## config.mk

```make
export PLATFORM = sky130hd
export DESIGN_NAME = line_req_splitter
export DESIGN_NICKNAME = d
export VERILOG_FILES = /design/src/rtl/lrs_pkg.sv /design/src/rtl/lrs_rst_sync.sv /design/src/rtl/lrs_chunk.sv /design/src/rtl/lrs_walker.sv /design/src/rtl/line_req_splitter.sv
export SDC_FILE = /design/constraint.sdc
export NUM_CORES = 1
export LEC_CHECK = 0
export BUFFER_PORTS_ARGS = -buffer_cell sky130_fd_sc_hd__buf_2
export CAP_MARGIN = 10
export CELL_PAD_IN_SITES_DETAIL_PLACEMENT = 0
export CELL_PAD_IN_SITES_GLOBAL_PLACEMENT = 2
export CORE_AREA = 2 2 155 157
export CTS_CLUSTER_SIZE = 16
export DETAILED_ROUTE_END_ITERATION = 10
export DIE_AREA = 0 0 157 159
export GPL_TIMING_DRIVEN = 1
export PLACE_DENSITY = 0.79
export SYNTH_ARGS = -nofsm -noshare
export SYNTH_HDL_FRONTEND = slang
export SYNTH_SLANG_ARGS = --single-unit
```

## constraint.sdc

```tcl
create_clock -name clk -period 2.79 [get_ports clk]
set_input_delay 0.4185 -clock clk [delete_from_list [all_inputs] [get_ports clk]]
set_output_delay 0.4185 -clock clk [all_outputs]
set_load 0.02 [all_outputs]
```

## src/rtl/lrs_pkg.sv

```systemverilog
package lrs_pkg;
  localparam int QW_SH = 4;  // log2 of bytes per quadword

  typedef enum logic {
    ST_IDLE,
    ST_EMIT
  } lrs_state_e;
endpackage

```

## src/rtl/lrs_rst_sync.sv

```systemverilog
module lrs_rst_sync (
  input  logic clk,
  input  logic rst_n,
  output logic srst_n
);
  logic [1:0] sync_q;

  always_ff @(posedge clk or negedge rst_n) begin
    if (!rst_n) sync_q <= 2'b00;
    else        sync_q <= {sync_q[0], 1'b1};
  end

  assign srst_n = sync_q[1];
endmodule

```

## src/rtl/lrs_chunk.sv

```systemverilog
module lrs_chunk #(
  parameter int LINE_QW = 8,
  parameter int OFF_W   = 3,
  parameter int REM_W   = 11,
  parameter int CNT_W   = 4
) (
  input  logic [OFF_W-1:0] line_off,
  input  logic [REM_W-1:0] rem_qw,
  output logic [CNT_W-1:0] cnt,
  output logic             last
);
  logic [CNT_W-1:0] room;
  logic [REM_W-1:0] room_ext;

  always_comb begin
    room     = CNT_W'(LINE_QW) - CNT_W'(line_off);
    room_ext = REM_W'(room);
    last     = (rem_qw <= room_ext);
    cnt      = last ? CNT_W'(rem_qw) : room;
  end
endmodule

```

## src/rtl/lrs_walker.sv

```systemverilog
module lrs_walker
  import lrs_pkg::*;
#(
  parameter int EA_W    = 64,
  parameter int LA_W    = 18,
  parameter int SIZE_W  = 15,
  parameter int TAG_W   = 5,
  parameter int LINE_QW = 8,
  parameter int OFF_W   = 3,
  parameter int REM_W   = 11,
  parameter int CNT_W   = 4
) (
  input  logic              clk,
  input  logic              rst_n,
  input  logic              desc_valid,
  input  logic [EA_W-1:0]   desc_ea,
  input  logic [LA_W-1:0]   desc_la,
  input  logic [SIZE_W-1:0] desc_size,
  input  logic [TAG_W-1:0]  desc_tag,
  output logic              desc_ready,
  input  logic              req_ready,
  input  logic [CNT_W-1:0]  chunk_cnt,
  input  logic              chunk_last,
  output logic              req_valid,
  output logic [EA_W-1:0]   req_ea,
  output logic [LA_W-1:0]   req_la,
  output logic              req_first,
  output logic [REM_W-1:0]  rem_qw,
  output logic              done_valid,
  output logic [TAG_W-1:0]  done_tag
);
  lrs_state_e       state_q, state_n;
  logic [EA_W-1:0]  ea_q, ea_n;
  logic [LA_W-1:0]  la_q, la_n;
  logic [REM_W-1:0] rem_q, rem_n;
  logic             first_q, first_n;
  logic [TAG_W-1:0] tag_q, tag_n;
  logic             load, fire, en;
  logic [EA_W-1:0]  step;

  always_comb begin
    load    = desc_valid && (state_q == ST_IDLE) && rst_n;
    fire    = (state_q == ST_EMIT) && req_ready;
    en      = load || fire;
    step    = EA_W'({chunk_cnt, {QW_SH{1'b0}}});
    state_n = state_q;
    ea_n    = ea_q;
    la_n    = la_q;
    rem_n   = rem_q;
    first_n = first_q;
    tag_n   = tag_q;
    if (load) begin
      state_n = ST_EMIT;
      ea_n    = desc_ea & ~(EA_W'((1 << QW_SH) - 1));
      la_n    = desc_la & ~(LA_W'((1 << QW_SH) - 1));
      rem_n   = REM_W'(desc_size >> QW_SH);
      first_n = 1'b1;
      tag_n   = desc_tag;
    end else if (fire) begin
      ea_n    = ea_q + step;
      la_n    = la_q + LA_W'(step);
      rem_n   = rem_q - REM_W'(chunk_cnt);
      first_n = 1'b0;
      if (chunk_last) state_n = ST_IDLE;
    end
  end

  always_ff @(posedge clk or negedge rst_n) begin
    if (!rst_n) begin
      state_q <= ST_IDLE;
      ea_q    <= '0;
      la_q    <= '0;
      rem_q   <= '0;
      first_q <= 1'b0;
      tag_q   <= '0;
    end else if (en) begin
      state_q <= state_n;
      ea_q    <= ea_n;
      la_q    <= la_n;
      rem_q   <= rem_n;
      first_q <= first_n;
      tag_q   <= tag_n;
    end
  end

  assign desc_ready = (state_q == ST_IDLE) && rst_n;
  assign req_valid  = (state_q == ST_EMIT);
  assign req_ea     = ea_q;
  assign req_la     = la_q;
  assign req_first  = first_q;
  assign rem_qw     = rem_q;
  assign done_valid = fire && chunk_last;
  assign done_tag   = tag_q;

  // no descriptor intake while a walk is in progress
  p_busy_blocks_desc_r2: assert property (@(posedge clk) disable iff (!rst_n)
    req_valid |-> !desc_ready);

  // a request never runs past the end of its line
  p_line_bound_r3: assert property (@(posedge clk) disable iff (!rst_n)
    req_valid |-> (chunk_cnt != '0) &&
                  ((REM_W'(ea_q[OFF_W+QW_SH-1:QW_SH]) + REM_W'(chunk_cnt)) <= REM_W'(LINE_QW)));

  // interior requests are whole lines
  p_middle_full_r5: assert property (@(posedge clk) disable iff (!rst_n)
    (req_valid && !first_q && !chunk_last) |-> (chunk_cnt == CNT_W'(LINE_QW)));

  // effective address steps by the accepted byte count
  p_ea_step_r7: assert property (@(posedge clk) disable iff (!rst_n)
    (fire && !chunk_last) |=> (ea_q == $past(ea_q) + $past(step)));

  // request held while stalled
  p_hold_stall_r8: assert property (@(posedge clk) disable iff (!rst_n)
    (req_valid && !req_ready) |=> req_valid && $stable(ea_q) && $stable(la_q) &&
                                  $stable(chunk_cnt) && $stable(first_q) && $stable(chunk_last));

  // done only on acceptance of the last request
  p_done_on_last_r9: assert property (@(posedge clk) disable iff (!rst_n)
    done_valid |-> (req_valid && req_ready && chunk_last));
endmodule

```

## src/rtl/line_req_splitter.sv

```systemverilog
module line_req_splitter #(
  parameter int EA_W    = 64,
  parameter int LA_W    = 18,
  parameter int SIZE_W  = 15,
  parameter int TAG_W   = 5,
  parameter int LINE_QW = 8
) (
  input  logic              clk,
  input  logic              rst_n,
  input  logic              desc_valid,
  output logic              desc_ready,
  input  logic [EA_W-1:0]   desc_ea,
  input  logic [LA_W-1:0]   desc_la,
  input  logic [SIZE_W-1:0] desc_size,
  input  logic [TAG_W-1:0]  desc_tag,
  output logic              req_valid,
  input  logic              req_ready,
  output logic [EA_W-1:0]   req_ea,
  output logic [LA_W-1:0]   req_la,
  output logic [$clog2(LINE_QW+1)-1:0] req_qw,
  output logic              req_first,
  output logic              req_last,
  output logic              done_valid,
  output logic [TAG_W-1:0]  done_tag
);
  localparam int OFF_W  = $clog2(LINE_QW);
  localparam int LINE_SH = lrs_pkg::QW_SH + OFF_W;
  localparam int REM_W  = SIZE_W - lrs_pkg::QW_SH;
  localparam int CNT_W  = $clog2(LINE_QW + 1);

  logic             srst_n;
  logic [CNT_W-1:0] cnt;
  logic             last;
  logic [REM_W-1:0] rem_qw;

  lrs_rst_sync i_rst_sync (
    .clk    (clk),
    .rst_n  (rst_n),
    .srst_n (srst_n)
  );

  lrs_walker #(
    .EA_W(EA_W), .LA_W(LA_W), .SIZE_W(SIZE_W), .TAG_W(TAG_W),
    .LINE_QW(LINE_QW), .OFF_W(OFF_W), .REM_W(REM_W), .CNT_W(CNT_W)
  ) i_walker (
    .clk        (clk),
    .rst_n      (srst_n),
    .desc_valid (desc_valid),
    .desc_ea    (desc_ea),
    .desc_la    (desc_la),
    .desc_size  (desc_size),
    .desc_tag   (desc_tag),
    .desc_ready (desc_ready),
    .req_ready  (req_ready),
    .chunk_cnt  (cnt),
    .chunk_last (last),
    .req_valid  (req_valid),
    .req_ea     (req_ea),
    .req_la     (req_la),
    .req_first  (req_first),
    .rem_qw     (rem_qw),
    .done_valid (done_valid),
    .done_tag   (done_tag)
  );

  lrs_chunk #(
    .LINE_QW(LINE_QW), .OFF_W(OFF_W), .REM_W(REM_W), .CNT_W(CNT_W)
  ) i_chunk (
    .line_off (req_ea[LINE_SH-1:lrs_pkg::QW_SH]),
    .rem_qw   (rem_qw),
    .cnt      (cnt),
    .last     (last)
  );

  assign req_qw   = cnt;
  assign req_last = last;
endmodule

```

==> results of run 1 <==
==> critical path, stage by stage, from the launching register on <==
cell and delay (ns):
dfrtp_2 0.41, inv_4 0.05, ha_4 0.27, inv_2 0.04
ha_4 0.25, nor2b_4 0.14, o21ai_2 0.05, nand2b_1 0.08
a21oi_2 0.08, o21ai_4 0.23, mux2_4 0.35, ha_4 0.29
a211oi_4 0.07, o21ba_4 0.20, or4_4 0.43, or4_4 0.44
or4b_1 0.49, nand3_1 0.08
==> per-stage QoR <==
step	TNS (ns)	cell area (sq um)	setup WS [ns]	hold slack, ns	cells
2_1_floorplan	-71.95	6304	-1.693	0.1229	708
3_3_place_gp	-67.30	8275	-1.330	0.2085	1273
3_5_place_dp	-71.52	8275	-1.399	0.2066	1273
4_1_cts	-77.36	9201	-1.255	0.2340	1313
5_1_grt	-88.78	9585	-1.365	0.2398	1329
6_report	-74.33	9585	-1.236	0.2421	1329
==> worst paths after layout <==
check	end	slack, ns	cells after the start
setup / recovery	i_walker.req_ea[63]	-1.24	17
hold / removal	i_walker.done_tag[0]	0.24	3
setup reg to reg	i_walker.req_ea[63]	-1.24	17
hold reg to reg	i_rst_sync.sync_q[1]	0.35	0
max in group asynchronous	i_walker.req_ea[5]	1.07	2
min in group asynchronous	i_rst_sync.sync_q[1]	0.36	2
==> cells in the final DEF, fill, tap and decap left out, drive strengths merged, types with 19 or more instances in the layout <==
master	netlist	layout
nand2	117	117
nand3	49	49
o21ai	48	48
buf	12	335
dfrtp	94	94
o311ai	20	20
nand4	21	21
o211ai	31	31
inv	19	19
nor2	30	30
a21oi	22	22
==> layout make-up <==
type                    instances  area, sq um
clock buffers                  12        256.5
clock inverters                 4        45.04
fillers                      2343        13610
inverters                      19        76.32
multi-input cells             545         4138
flip-flops and latches         94         2359
well taps                     319        399.1
repair buffers                336         2312
==> flip-flops by register name, indices dropped and copies added, names as in the netlist <==
| name | cells |
|---|---|
| i_walker.req_valid | 1 |
| i_walker.req_la | 14 |
| i_walker.done_tag | 5 |
| i_walker.rem_qw | 11 |
| i_walker.req_first | 1 |
| i_walker.req_ea | 60 |
| i_rst_sync.sync_q | 2 |
==> power groups by stage <==
stage	registers, mW	clock network [mW]	logic [mW]
floorplan	3.15	0	2.93
global placement	2.55	0	6.05
detailed placement	2.57	0	6.13
CTS	2.55	1.37	7.17
global route	2.68	1.42	8.43
finish	2.58	1.32	7.77
==> per-layer routing <==
layer / wire length, um / vias up / track usage
li1: - / 3248 / -
met1: 11380 / 3241 / 0.2722
met2: 11340 / 192 / 0.3104
met3: 1248 / 35 / 0.02450
met4: 620 / 0 / 0.07048
met5: 0 / - / 0
==> cells by family after synthesis <==
family,synth area share
DFF,0.3943
muxes,0.01573
other,0.001259
and+or+nand+nor,0.2548
adders and majority gates,0.04572
buffers and inverters,0.05012
xor gates and xnor gates,0.01321
AOI/OAI and AO/OA,0.2248
==> what timing repair did <==
action	4_1_cts	5_1_grt
pin swaps	88	63
endpoints found under the setup margin	88	91
gates resized for setup	142	65
gates cloned	1	0
endpoints found under the hold margin	2	0
buffers inserted	27	24
hold buffers	1	0
==> run_results.csv, run 1 <==
group,metric,value,unit
setup_path,cp_data_arrival_time,4.32,ns
setup_path,startpoint_type,"register",
cells_and_area,post-route-util,0.4133,
power,comb_power_share,0.666,
clocking,cts.sinks,94,
place,portBuffers,181,
floorplan,chipWidth,157,um
global_routing,grt_pass1_wl,38.09,mm
power,intPower,6.640,mW
synthesis,ys_types,60,
drt,drt_wl_total,24.59,mm
clocking,cts_root_buf,"clkbuf_16",
cells_and_area,area_delta_synth_final,60.68,%
synthesis,yosys-top-cells-area,"dfrtp_1 (39%), nand2_1 (7.3%), nand3_1 (4.1%)",
clocking,insertion_delay,0.36,ns
drt,drtPass1Iterations,4,
synthesis,synthesis.area,0.005966,sq mm
clocking,cts_buffers,9,
synthesis,ys_warn_count,0,
clocking,cts_max_path_buffers,2,
floorplan,start_util,0.2572,
synthesis,synth.avg_cell_area,8.510,sq um
timing,setup_viol,88,
global_routing,grt_pass1_vias,6745,
synthesis,synth_top_area_share,0.3943,
clocking,cts_htree_levels,3,
drt,vias,6716,
setup_path,cp-startpoint,"i_walker.req_ea[4]",
synthesis,synth_ff_type,"dfrtp_1",
cells_and_area,nNetsFinal,1131,
cells_and_area,drive_above_1_share,0.4653,
global_routing,track_usage,0.1955,
timing,slew_headroom,0.4367,
global_routing,grt_max_degree,58,
synthesis,synth_cells,701,
timing,drv_slew,0,
power,p_seq_frac,0.221,
timing,fin_skew,0.009549,ns
floorplan,ios,202,
drt,wl_per_cell,18.50,um
status,violations,"setup timing",
cells_and_area,diodes,0,
status,status,"complete, but fails checks",
synthesis,yosysTopAreaCell,"dfrtp_1",
synthesis,synth_edf_count,0,
timing,finalHoldViolCount,0,
synthesis,synth_most_common_cell,"nand2_1",
power,switchingPower,5.036,mW
drt,drc,0,
power,p_sw_frac,0.4313,
power,power_frac_clock,0.113,
setup_path,required,3.08,ns
timing,period_needed,4.026,ns
place,dpl.hpwl,17.34,mm
clocking,path_clk_slew,0.07,ns
power,power.density,1218,mW/mm^2
power,p_leak,4.519,nW
timing,max_freq,248.4,MHz
timing,rsz0062_at_grt,"true",
clocking,cts_tree,"built",
floorplan,std_cell_rows,56,
min_path,holdCritStartpoint,"desc_tag[0]",
setup_path,rr_startpoint,"i_walker.req_ea[4]",
floorplan,coreArea,0.02319,sq mm
place,gp_congestion,0.7841,
global_routing,antenna_found_initial,0,
global_routing,overflow,0,
synthesis,synth-seq-area-share,0.3943,
run,cap_violations,0,
synthesis,synth-seq-cells,94,
synthesis,synthTopCellsByCount,"nand2_1 (116), dfrtp_1 (94), nand3_1 (49)",
timing,tightestPinTransition,0.8449,ns
timing,setup_ws,-1.236,ns
power,irDropWorstVdd,0.4950,mV
drt,via_per_inst,5.053,
setup_path,worstSetupPathType,"reg2reg",
synthesis,ys_async_sr_fraction,1.000,
timing,fin_crit_sh,1.443,
setup_path,cp-end-kind,"register",
min_path,hold_path_class,"in2reg",
drt,drtAntennaViolNets,0,
drt,drtIter0Drc,402,
floorplan,die_height,159,um
floorplan,dieArea,0.02496,sq mm
setup_path,cp_max_fo,4,
power,power,11.68,mW
(Power assumes the default switching activity.)
==> inputs of run 2 (changes only) <==
--- a/config.mk
+++ b/config.mk
@@ -9,10 +9,10 @@
 export CAP_MARGIN = 10
 export CELL_PAD_IN_SITES_DETAIL_PLACEMENT = 0
 export CELL_PAD_IN_SITES_GLOBAL_PLACEMENT = 2
-export CORE_AREA = 2 2 155 157
+export CORE_AREA = 2 2 185 132
 export CTS_CLUSTER_SIZE = 16
 export DETAILED_ROUTE_END_ITERATION = 10
-export DIE_AREA = 0 0 157 159
+export DIE_AREA = 0 0 187 134
 export GPL_TIMING_DRIVEN = 1
 export PLACE_DENSITY = 0.79
 export SYNTH_ARGS = -nofsm -noshare
==> run 2 against run 1 <==
The run still ends with setup timing left. Global-route usage increased by 0.37 points. First-iteration DRC count grew 7.0%. Non-clock buffer count shrank 7. Clock skew is 0.0022 ns higher. Final area up 0.13%. Highest routed layer is now met5.
==> run_results.csv, run 2 (same netlist as run 1, synthesis figures left out) <==
group,metric,value,unit
cells_and_area,area_delta_synth_final,60.89,%
setup_path,required,3.07,ns
timing,setup_ws,-1.276,ns
global_routing,grt_max_degree,48,
setup_path,cp-end-kind,"register",
clocking,cts_max_path_buffers,2,
setup_path,critical_path.cell_chain,"inv_4 > ha_4 > xnor2_2 > inv_1 > ha_1 > o21ai_1 > nand2b_1 > a21oi_2 > o21ai_4 > mux2_4 > ha_4 > o21ai_4 > o21ba_4 > or4_4 > or4_4 > or4b_1 > nand3_1",
global_routing,antenna_found_initial,3,
place,pre_cts_ws,-1.367,ns
floorplan,std_cell_rows,47,
timing,fin_skew,0.01172,ns
place,dpl.hpwl,18.44,mm
global_routing,track_usage,0.1991,
cells_and_area,layout_common_cells,"buf_2 (176), nand2_1 (111), buf_4 (107)",
timing,finalHoldViolCount,0,
timing,period_needed,4.066,ns
global_routing,grt_use_met1,0.3017,
cells_and_area,largest_reg_flops,60,
setup_path,worstSetupPathType,"reg2reg",
setup_path,cp_max_fo,5,
place,dp_cells,1274,
floorplan,start_util,0.2555,
global_routing,overflow,0,
global_routing,grt_pass1_wl,39.02,mm
timing,setup_viol,90,
clocking,cts.sinks,94,
status,violations,"setup timing",
timing,tightestPinTransition,0.7269,ns
setup_path,max_stage_delay,0.49,ns
drt,drtIter0Drc,430,
clocking,cts_root_buf,"clkbuf_16",
setup_path,startpoint_type,"register",
drt,drtPass1Iterations,5,
global_routing,busiest_layer,"met1",
drt,drc,0,
drt,drtAntennaViolNets,0,
floorplan,ios,202,
global_routing,grt_util_met2,0.2776,
global_routing,grt_pass1_vias,6628,
place,gp_congestion,0.8118,
power,power.density,1207,mW/mm^2
setup_path,path_buf_inv,2,
timing,fin_crit_sh,1.457,
cells_and_area,drive_above_1_share,0.4676,
cells_and_area,fillCellCount,2404,
setup_path,critical-path-top-delay-family,"simple AND/OR/NAND/NOR gates",
clocking,cts_tree,"built",
run,cap_violations,0,
setup_path,cp_slowest_cell,"or4b_1",
min_path,hold_path_class,"in2reg",
clocking,cts_buffers,9,
clocking,insertion_delay,0.35,ns
power,irDropWorstVdd,0.4962,mV
drt,drt_wl_total,25.44,mm
setup_path,cp_data_arrival_time,4.35,ns
drt,via_per_inst,5.175,
cells_and_area,fin_area,0.009598,sq mm
cells_and_area,multiInputGateArea,0.004207,sq mm
floorplan,dieArea,0.02506,sq mm
power,p_leak,4.488,nW
global_routing,met3_usage,0.05835,
drt,vias,6846,
timing,max_freq,245.9,MHz
place,place_area,0.008324,sq mm
timing,slew_headroom,0.5142,
timing,drv_slew,0,
cells_and_area,layout_commonest_cell,"buf_2",
place,portBuffers,181,
cells_and_area,nNetsFinal,1124,
clocking,path_clk_slew,0.07,ns
floorplan,chipWidth,187,um
cells_and_area,regArea,0.002359,sq mm
timing,rsz0062_at_grt,"true",
floorplan,coreArea,0.02335,sq mm
cells_and_area,instances_no_fill,1323,
drt,wl_per_cell,19.23,um
clocking,cts_htree_levels,3,
floorplan,die_height,134,um
status,status,"complete, but fails checks",
run 2: repair_timing:
| item | in CTS | in global routing |
|---|---|---|
| gates resized for setup | 128 | 73 |
| buffers inserted | 27 | 19 |
| endpoints found under the hold margin | 2 | 0 |
| hold buffers | 1 | 0 |
| pin swaps | 74 | 65 |
| setup endpoints to repair | 87 | 91 |
| gates cloned | 0 | 0 |
run 2: worst register-to-register path: cells and delay by family, from the launching register on:
family	cells	cell delay [ns]
and+or+nand+nor	5	1.54
adders and majority gates	3	0.75
AOI/OAI and AO/OA	5	0.66
DFF	1	0.41
muxes	1	0.35
xor gates and xnor gates	1	0.16
buffers and inverters	2	0.13
run 2: per-layer routing:
layer  share of wire  vias up  routed length (um)
met5         0.00051        -                  13
met4           0.010        2                 265
li1                -     3240                   -
met3           0.066       22                1673
met2            0.41      211               10380
met1            0.52     3371               13120
run 2: power breakdown:
part	total (mW)	switching (mW)	leakage (nW)	internal (mW)
Sequential	2.52	0.597	1.20	1.93
Clock	1.29	0.567	0.143	0.719
Combinational	7.78	3.99	3.15	3.79
run 2: cell type report:
class | instances | share of cell area
inverter | 19 | 0.008213
clock buffer | 12 | 0.02568
antenna | 2 | 0.0005214
clock inverter | 4 | 0.004954
multi-input combinational | 545 | 0.4383
sequential | 94 | 0.2457
timing repair buffer | 329 | 0.2352
tap | 318 | 0.04145
run 2: per-stage QoR:
| stage | util | power (mW) | hold WS [ns] | TNS [ns] |
|---|---|---|---|---|
| after detailed placement | 0.3566 | 8.822 | 0.2049 | -72.55 |
| after floorplan | - | 6.078 | 0.1229 | -71.95 |
| after CTS | 0.3944 | 11.10 | 0.2392 | -73.99 |
| final | 0.4111 | 11.59 | 0.2552 | -74.56 |
| after global routing | 0.4109 | 12.36 | 0.2612 | -87.32 |
| after global placement | 0.3566 | 8.716 | 0.2048 | -68.85 |
run 2: final timing paths:
kind                                            from              endpoint  slack (ns)  cells after the start
max in group asynchronous       i_rst_sync.sync_q[1]   i_walker.req_ea[10]        1.09                      2
worst max-delay path              i_walker.req_ea[4]   i_walker.req_ea[63]       -1.28                     17
worst max register to register    i_walker.req_ea[4]   i_walker.req_ea[63]       -1.28                     17
min in group asynchronous                      rst_n  i_rst_sync.sync_q[1]        0.38                      2
worst min register to register  i_rst_sync.sync_q[0]  i_rst_sync.sync_q[1]        0.36                      0
worst min-delay path                     desc_tag[1]  i_walker.done_tag[1]        0.26                      3
